--- config.mk ---
export PLATFORM = sky130hd
export DESIGN_NAME = eoi_storm_throttle
export DESIGN_NICKNAME = d
export VERILOG_FILES = /design/src/rtl/eoi_pkg.sv /design/src/rtl/eoi_match.sv /design/src/rtl/eoi_storm_counter.sv /design/src/rtl/eoi_defer_timer.sv /design/src/rtl/eoi_storm_throttle.sv
export SDC_FILE = /design/constraint.sdc
export NUM_CORES = 1
export LEC_CHECK = 0
export BUFFER_PORTS_ARGS = -buffer_cell sky130_fd_sc_hd__buf_2
export CAP_MARGIN = 20
export CORE_AREA = 2 2 238 182
export CTS_CLUSTER_SIZE = 14
export DETAILED_ROUTE_END_ITERATION = 10
export DIE_AREA = 0 0 240 184
export MAX_ROUTING_LAYER = met4
export PLACE_DENSITY = 0.86
export SLEW_MARGIN = 40
export SYNTH_ARGS = -nofsm -noshare
export SYNTH_HDL_FRONTEND = slang
export SYNTH_SLANG_ARGS = --single-unit
--- constraint.sdc ---
create_clock -name clk_i -period 10.1 [get_ports clk_i]
set_input_delay 2.525 -clock clk_i [delete_from_list [all_inputs] [get_ports clk_i]]
set_output_delay 2.525 -clock clk_i [all_outputs]
set_load 0.05 [all_outputs]
--- src/rtl/eoi_pkg.sv ---
package eoi_pkg;

  function automatic logic eoi_hit(
    input logic       valid,
    input logic [7:0] eoi_vec,
    input logic [7:0] pin_vec,
    input logic       level,
    input logic       remote
  );
    return valid && (eoi_vec == pin_vec) && level && remote;
  endfunction

endpackage

--- src/rtl/eoi_match.sv ---
module eoi_match #(
  parameter int NUM_PINS = 24,
  parameter int VEC_W    = 8
) (
  input  logic                      eoi_valid_i,
  input  logic [VEC_W-1:0]          eoi_vector_i,
  input  logic [NUM_PINS*VEC_W-1:0] pin_vec_i,
  input  logic [NUM_PINS-1:0]       pin_level_i,
  input  logic [NUM_PINS-1:0]       pin_mask_i,
  input  logic [NUM_PINS-1:0]       pin_remote_i,
  input  logic [NUM_PINS-1:0]       pin_irr_i,
  output logic [NUM_PINS-1:0]       hit_o,
  output logic [NUM_PINS-1:0]       redeliver_o
);
  import eoi_pkg::*;

  for (genvar n = 0; n < NUM_PINS; n++) begin : g_pin
    logic [7:0] pv, ev;
    assign pv = 8'(pin_vec_i[n*VEC_W +: VEC_W]);
    assign ev = 8'(eoi_vector_i);
    assign hit_o[n]       = eoi_hit(eoi_valid_i, ev, pv, pin_level_i[n], pin_remote_i[n]);
    assign redeliver_o[n] = hit_o[n] && !pin_mask_i[n] && pin_irr_i[n];
  end

endmodule

--- src/rtl/eoi_storm_counter.sv ---
module eoi_storm_counter #(
  parameter int STORM_LIMIT = 10000,
  localparam int CW = $clog2(STORM_LIMIT + 1)
) (
  input  logic clk_i,
  input  logic rst_ni,
  input  logic hit_i,
  input  logic redeliver_i,
  input  logic wr_i,
  output logic now_o,
  output logic defer_o
);
  logic [CW-1:0] cnt_q, cnt_d;
  logic [CW:0]   inc;

  assign inc = {1'b0, cnt_q} + (CW+1)'(1);

  always_comb begin
    cnt_d   = cnt_q;
    now_o   = 1'b0;
    defer_o = 1'b0;
    if (wr_i) begin
      cnt_d = '0;
    end else if (hit_i) begin
      if (redeliver_i) begin
        if (inc >= (CW+1)'(STORM_LIMIT)) begin
          cnt_d   = '0;
          defer_o = 1'b1;
        end else begin
          cnt_d = inc[CW-1:0];
          now_o = 1'b1;
        end
      end else begin
        cnt_d = '0;
      end
    end
  end

  always_ff @(posedge clk_i or negedge rst_ni) begin
    if (!rst_ni) cnt_q <= '0;
    else         cnt_q <= cnt_d;
  end

  assert_cnt_below_limit_R5: assert property (@(posedge clk_i) disable iff (!rst_ni)
    cnt_q < CW'(STORM_LIMIT));

  assert_wr_resets_R8: assert property (@(posedge clk_i) disable iff (!rst_ni)
    wr_i |=> cnt_q == '0);

  assert_miss_holds_R1: assert property (@(posedge clk_i) disable iff (!rst_ni)
    (!hit_i && !wr_i) |=> $stable(cnt_q));

endmodule

--- src/rtl/eoi_defer_timer.sv ---
module eoi_defer_timer #(
  parameter int DEFER_TICKS = 10000,
  localparam int TW = $clog2(DEFER_TICKS + 1)
) (
  input  logic clk_i,
  input  logic rst_ni,
  input  logic start_i,
  input  logic tick_i,
  output logic fire_o
);
  logic          pend_q, fire_q;
  logic [TW-1:0] rem_q;

  always_ff @(posedge clk_i or negedge rst_ni) begin
    if (!rst_ni) begin
      pend_q <= 1'b0;
      rem_q  <= '0;
      fire_q <= 1'b0;
    end else begin
      fire_q <= 1'b0;
      if (!pend_q) begin
        if (start_i) begin
          pend_q <= 1'b1;
          rem_q  <= TW'(DEFER_TICKS);
        end
      end else if (tick_i) begin
        if (rem_q == TW'(1)) begin
          pend_q <= 1'b0;
          rem_q  <= '0;
          fire_q <= 1'b1;
        end else begin
          rem_q <= rem_q - TW'(1);
        end
      end
    end
  end

  assign fire_o = fire_q;

  assert_remain_range_R6: assert property (@(posedge clk_i) disable iff (!rst_ni)
    pend_q |-> (rem_q != '0 && rem_q <= TW'(DEFER_TICKS)));

  // earlier expiry kept: an armed timer is never reloaded upward
  assert_no_rearm_R7: assert property (@(posedge clk_i) disable iff (!rst_ni)
    (pend_q && start_i && !tick_i) |=> (pend_q && $stable(rem_q)));

  assert_fire_single_R6: assert property (@(posedge clk_i) disable iff (!rst_ni)
    fire_q |=> !fire_q);

endmodule

--- src/rtl/eoi_storm_throttle.sv ---
module eoi_storm_throttle #(
  parameter int NUM_PINS    = 24,
  parameter int VEC_W       = 8,
  parameter int STORM_LIMIT = 10000,
  parameter int DEFER_TICKS = 10000
) (
  input  logic                      clk_i,
  input  logic                      rst_ni,
  input  logic                      eoi_valid_i,
  input  logic [VEC_W-1:0]          eoi_vector_i,
  input  logic [NUM_PINS*VEC_W-1:0] pin_vec_i,
  input  logic [NUM_PINS-1:0]       pin_level_i,
  input  logic [NUM_PINS-1:0]       pin_mask_i,
  input  logic [NUM_PINS-1:0]       pin_remote_i,
  input  logic [NUM_PINS-1:0]       pin_irr_i,
  input  logic [NUM_PINS-1:0]       entry_wr_i,
  input  logic                      tick_i,
  output logic [NUM_PINS-1:0]       remote_clr_o,
  output logic [NUM_PINS-1:0]       svc_req_o,
  output logic                      svc_defer_o
);
  logic [NUM_PINS-1:0] hit, redeliver, now_req, defer_req;
  logic [NUM_PINS-1:0] clr_q, req_q;

  eoi_match #(.NUM_PINS(NUM_PINS), .VEC_W(VEC_W)) u_match (
    .eoi_valid_i (eoi_valid_i),
    .eoi_vector_i(eoi_vector_i),
    .pin_vec_i   (pin_vec_i),
    .pin_level_i (pin_level_i),
    .pin_mask_i  (pin_mask_i),
    .pin_remote_i(pin_remote_i),
    .pin_irr_i   (pin_irr_i),
    .hit_o       (hit),
    .redeliver_o (redeliver)
  );

  for (genvar n = 0; n < NUM_PINS; n++) begin : g_cnt
    eoi_storm_counter #(.STORM_LIMIT(STORM_LIMIT)) u_cnt (
      .clk_i      (clk_i),
      .rst_ni     (rst_ni),
      .hit_i      (hit[n]),
      .redeliver_i(redeliver[n]),
      .wr_i       (entry_wr_i[n]),
      .now_o      (now_req[n]),
      .defer_o    (defer_req[n])
    );
  end

  eoi_defer_timer #(.DEFER_TICKS(DEFER_TICKS)) u_timer (
    .clk_i  (clk_i),
    .rst_ni (rst_ni),
    .start_i(|defer_req),
    .tick_i (tick_i),
    .fire_o (svc_defer_o)
  );

  always_ff @(posedge clk_i or negedge rst_ni) begin
    if (!rst_ni) begin
      clr_q <= '0;
      req_q <= '0;
    end else begin
      clr_q <= hit;
      req_q <= now_req;
    end
  end

  assign remote_clr_o = clr_q;
  assign svc_req_o    = req_q;

  assert_clr_needs_eoi_R2: assert property (@(posedge clk_i) disable iff (!rst_ni)
    (|remote_clr_o) |-> $past(eoi_valid_i));

  assert_req_within_clr_R4: assert property (@(posedge clk_i) disable iff (!rst_ni)
    (svc_req_o & ~remote_clr_o) == '0);

  assert_req_excl_defer_R5: assert property (@(posedge clk_i) disable iff (!rst_ni)
    (now_req & defer_req) == '0);

endmodule

# --- Word-level counts from Yosys, hierarchy flattened ---
# Cells that the tools add are included.
totals:
  regBits: 400
  in_bits: 324
op_classes:
  n_addsub: 25
  order_cmp: 24
  n_eq_ne: 26
  n_mux: 299
  reduce_logical: 171
ops:
  columns: ["op", "count"]
  rows:
  - ["14-bit two-way mux", 100]
  - ["14-bit by 1-bit adder with 15-bit output (second input constant)", 24]
  - ["15-bit by 14-bit >= comparator with 1-bit output (second input constant)", 24]
  - ["1-bit two-way mux", 199]
  - ["8-bit equality test", 24]
  - ["1-bit logical AND", 120]
  - ["2-bit nonzero test", 25]
  - ["1-bit zero test", 24]
  - ["24-bit OR reduction", 1]
  - ["14-bit by 1-bit equality test with 1-bit output (second input constant)", 1]
  - ["14-bit by 1-bit subtractor with 14-bit output (second input constant)", 1]
  - ["2-bit inequality test (second input constant)", 1]
  - ["2-bit AND reduction", 1]

# --- Logic depth before layout (Yosys ltp) ---
logic_depth:
  word_depth: 12
  ltp_mapped: 14
  mapped_depth_nobuf: 11

# --- Hierarchy ---
# Synthesis repeated with hierarchy kept, for this count alone.
unflattened:
  cells_unflattened: 4081
  hier_area_um2: 34869.7
by_module_without_submodules:
  columns: ["mod", "instances", "cells_each", "area_each_um2"]
  rows:
  - ["eoi_storm_counter (g_cnt[0].u_cnt ...)", 23, 149, 1247.4]
  - ["eoi_match", 1, 383, 2962.8]
  - ["eoi_storm_throttle", 1, 56, 1252.5]
  - ["eoi_storm_counter (g_cnt[9].u_cnt)", 1, 120, 1037.2]
  - ["eoi_defer_timer", 1, 95, 925.9]

# --- Least setup slack after synthesis ---
# Ideal clock, no wire load.
synth_path:
  path_type: "input -> register"
  from: "in eoi_vector_i[2]"
  to: "reg g_cnt[13].u_cnt.cnt_q[12]"
  setup_ns: 0.083
  arrival_ns: 4.895
  required_ns: 10.017
  setup_slack_ns: 5.122
  path_stages: 12
  path_buffers: 4
  path_cell_list: "buf_2 buf_2 buf_2 xnor2_1 nand4_1 nor4b_1 inv_1 or2_2 buf_2 inv_1 nand2_1 o21ai_0"
synth_between:
  elab_chain_cells: 9
  word_cells_on_any_way: 10
  classes_between: "eq/ne: 1; mux: 3; reduce/logical: 6"
synth_lines:
  columns: ["element", "line_no", "rtl"]
  rows:
  - ["start: declaration", "eoi_storm_throttle.sv:10", "input logic [VEC_W-1:0] eoi_vector_i,"]
  - ["8-bit equality test *", "eoi_pkg.sv:10", "return valid && (eoi_vec == pin_vec) && level && remote;"]
  - ["1-bit logical AND * (3 in series)", "eoi_pkg.sv:10", null]
  - ["1-bit logical AND (2 in series)", "eoi_match.sv:22", "assign redeliver_o[n] = hit_o[n] && !pin_mask_i[n] && pin_irr_i[n];"]
  - ["14-bit two-way mux", "eoi_storm_counter.sv:25", "if (redeliver_i) begin"]
  - ["14-bit two-way mux", "eoi_storm_counter.sv:24", "end else if (hit_i) begin"]
  - ["14-bit two-way mux", "eoi_storm_counter.sv:22", "if (wr_i) begin"]
  - ["end signal: assignment", "eoi_storm_counter.sv:41", "else cnt_q <= cnt_d;"]
  - ["end: declaration", "eoi_storm_counter.sv:13", "logic [CW-1:0] cnt_q, cnt_d;"]
# Every way passes the cells marked *; elsewhere a longest branch is shown, timed or not. The select of a mux whose other input is x is not followed.
# A chain may end at the register's enable or synchronous reset.

# --- Worst setup path after layout ---
layout_path:
  from: "in eoi_vector_i[3]"
  to: "reg u_timer.rem_q[5]"
layout_between:
  elab_chain_cells: 12
  word_cells_on_any_way: 219
  classes_between: "eq/ne: 24; mux: 72; reduce/logical: 123"
layout_lines:
  columns: ["element", "line_no", "rtl"]
  rows:
  - ["8-bit equality test *", "eoi_pkg.sv:10", null]
  - ["1-bit logical AND * (3 in series)", "eoi_pkg.sv:10", null]
  - ["via g_cnt[6].u_cnt.hit_i", "eoi_storm_counter.sv:7", "input logic hit_i,"]
  - ["1-bit logical AND (2 in series)", "eoi_match.sv:22", null]
  - ["1-bit two-way mux", "eoi_storm_counter.sv:25", null]
  - ["1-bit two-way mux *", "eoi_storm_counter.sv:24", null]
  - ["1-bit two-way mux *", "eoi_storm_counter.sv:22", null]
  - ["24-bit OR reduction *", "eoi_storm_throttle.sv:52", ".start_i(|defer_req),"]
  - ["2-bit nonzero test (no source line) *", null, null]
  - ["2-bit AND reduction (no source line) *", null, null]
  - ["end signal: assignment", "eoi_defer_timer.sv:24", "rem_q <= TW'(DEFER_TICKS);"]
  - ["end signal: assignment", "eoi_defer_timer.sv:32", "rem_q <= rem_q - TW'(1);"]
  - ["end: declaration", "eoi_defer_timer.sv:12", "logic [TW-1:0] rem_q;"]
# Mark *: on every way through the listed nets, which the timed path passes. The rest lies on a longest branch.

==> summary.txt <==
Num CTS Buffers = 43
diode count = 0
I/O pins = 373
vias in the first global route = 23,700
period utilization = 53.9%
Setup-failing EPs final = 0
Async SR Flop Fraction = 100%
DR vias = 26,000
Bufs on Longest Clock Path = 3
Synth top cells by count = o21ai_0 (436), dfrtp_1 (400), nor2_1 (292)
Routed Antenna Nets = 0
all-layer global routing usage = 33.8%
syn nets = 3,515
Max stage delay cell, worst path = buf_2
critical path buffer and inverter count = 1
CTS sink count = 400
IO buf count = 372
H-tree depth = 2
CP endpoint kind = flop
post-CTS setup buffers = 0
P per Cell Area = 118 nW/µm²
die width = 240 µm
post_cts resized = 0
clock latency on the worst-skew pair = 0.56 ns
Layout fillers = 3,228
First-pass DRT Iterations = 6
peak supply drop = 0.132 mV
Syn-to-layout area delta = 13.8%
max_cap viols = 0
initial antenna violation count = 1
Yosys reg bits = 400
Ys Warns = 0
Die ar. = 44,200 µm²
Syn Area/Cell = 8.22 µm²
Die H = 184 µm
post-synth top area cell = dfrtp_1
largest net degree at the start of global routing = 143
Wirelength per Cell = 18.4 µm
post-synth cell types = 86
Critical Path AT = 5.92 ns
area of the multi-input gates = 15,100 µm²
fmax = 184 MHz
Top Family by Delay on Critical Path = compound AO/OA/AOI/OAI gates
Cell Count, Final, Fillers Out = 4,026
top-count cell post-synth = o21ai_0
Seq/Total Area, Yosys = 38.5%
Placed Cells = 3,945
Layout Nets = 3,773
TNS Setup = 0 ns
WL final = 74,000 µm
Reg clk slew, reported paths = 0.06 ns
total grt overflow = 0
Tot Pwr = 0.00351 W
Leak = 12.4 nW
top_reg_cell synth = dfrtp_1
CP max FO = 24
cell chain of the critical path = buf_2 -> xnor2_1 -> nand3_1 -> nor3_1 -> a41oi_1 -> o21ai_0 -> a2111oi_2 -> o211a_1 -> nand4b_2 -> o32a_4 -> a31oi_2
number of hold buffers added after CTS = 0
RSZ-0062 raised after global routing = false
DRC viols = 0
Register Area = 10,000 µm²
first-pass GRT wire length = 120,000 µm
top post-synthesis cells by area = dfrtp_1 (38%), o21ai_0 (8.4%), xnor2_1 (7.0%), o31ai_1 (4.8%), nor2_1 (4.2%)
GP Congestion = 0.996
Syn Inst Count = 3,165
share of layout cells above drive strength 1 = 15.4%
status = completed
Hold WC Path Type = flop to flop
initial core utilization = 62.5%
CTS tree = built
# rows = 65
Hold Fails Final Rpt = 0
measured slew at the worst slew-check pin = 0.908 ns
crit path kind = input pin to flop
CP required = 10.57 ns
post-DP HPWL = 52,900 µm
Worst path max stage delay = 0.67 ns
Max Slew Vio Count = 0
1st-iter DRT viols = 2,750
post-synthesis instance area = 26,000 µm²
Core Area = 41,600 µm²
Tmin final = 5.45 ns
Root Buffer = clkbuf_16
Yosys top cell area share = 38.5%
Startpoint Class = input pin
vias per cell = 6.46
number of synthesized flops with an enable pin = 0
Slew HR = 39.0%
clock skew = 0.0178 ns
==> metal layers <==
metal | global-route usage (%) | wire (µm) | vias to the layer above
met5 | - | 0 | -
met4 | 10.9 | 2330 | 0
met3 | 5.14 | 5850 | 156
met2 | 50.4 | 33800 | 1144
met1 | 47.5 | 32000 | 12500
li1 | - | - | 12200
==> sequential cells by signal, summed over array words and instances (netlist names) <==
register	cells
g_cnt.u_cnt.cnt_q	336
remote_clr_o	24
svc_req_o	24
u_timer.rem_q	14
u_timer.fire_o	1
u_timer.pend_q	1
==> layout make-up <==
cell class	count	share of cell area (%)
timing repair buffer	384	6.93
clock inverter	21	0.663
clock buffer	58	4.27
sequential	400	33.8
multi-input combinational	2517	51.0
inverter	77	0.976
tap	569	2.40
==> stage by stage <==
| stage | setup slack, ns | utilization (%) | hold slack (ns) | cell area, µm² |
|---|---|---|---|---|
| after floorplan | 5.12 | - | 0.450 | 26000 |
| after global placement | 3.61 | 67.2 | 0.469 | 28000 |
| after detailed placement | 4.13 | 67.3 | 0.479 | 28000 |
| after CTS | 4.71 | 70.8 | 0.490 | 29500 |
| after global routing | 4.40 | 71.1 | 0.507 | 29600 |
| final | 4.65 | 71.1 | 0.503 | 29600 |
==> path summary, 6_finish.rpt <==
check                           cells past startpoint                                  from                              endpoint  slack [ns]
worst max register to register                     10  g_cnt[21].u_cnt.cnt_q[5]$_DFFE_PN0P_          u_timer.rem_q[5]$_DFFE_PN0P_        5.92
min in group asynchronous                           1                                rst_ni  g_cnt[15].u_cnt.cnt_q[8]$_DFFE_PN0P_        1.87
max in group asynchronous                           4                                rst_ni   g_cnt[1].u_cnt.cnt_q[0]$_DFFE_PN0P_        6.69
worst max-delay path                               11                       eoi_vector_i[3]          u_timer.rem_q[5]$_DFFE_PN0P_        4.65
worst min register to register                      1  g_cnt[4].u_cnt.cnt_q[13]$_DFFE_PN0P_  g_cnt[4].u_cnt.cnt_q[13]$_DFFE_PN0P_        0.50
worst min-delay path                                1  g_cnt[4].u_cnt.cnt_q[13]$_DFFE_PN0P_  g_cnt[4].u_cnt.cnt_q[13]$_DFFE_PN0P_        0.50
==> layout by cell type (no fill, tap or decap), types with 36 or more instances in the layout <==
| cell type | instances |
|---|---|
| o31ai_1 | 167 |
| o41ai_1 | 36 |
| nand2_1 | 282 |
| nor2b_1 | 77 |
| nor2_1 | 274 |
| nand3_1 | 199 |
| nand4_1 | 110 |
| buf_2 | 367 |
| a31oi_1 | 44 |
| clkbuf_16 | 45 |
| inv_1 | 74 |
| and3_1 | 77 |
| a21oi_1 | 98 |
| nor3_1 | 79 |
| xnor2_1 | 209 |
| dfrtp_1 | 400 |
| o21ai_0 | 436 |
==> report_power, final <==
group | switching [W] | internal, W | leakage, nW
registers | 0.00000180 | 0.00160 | 5.57
logic | 0.000151 | 0.000111 | 6.13
clock network | 0.000683 | 0.000958 | 0.724
total | 0.000836 | 0.00267 | 12.4
==> kinds of logic after synthesis <==
| kind of cell | Yosys count | synth area share, % |
|---|---|---|
| AO/OA/AOI/OAI | 951 | 23.1 |
| XOR/XNOR | 223 | 7.51 |
| adder cells (fa/ha/maj) | 26 | 1.25 |
| buffers and inverters | 248 | 3.84 |
| flip-flops | 400 | 38.5 |
| multiplexers | 19 | 0.755 |
| AND/OR/NAND/NOR | 1298 | 25.1 |
Power figures use the tool's default switching activity.
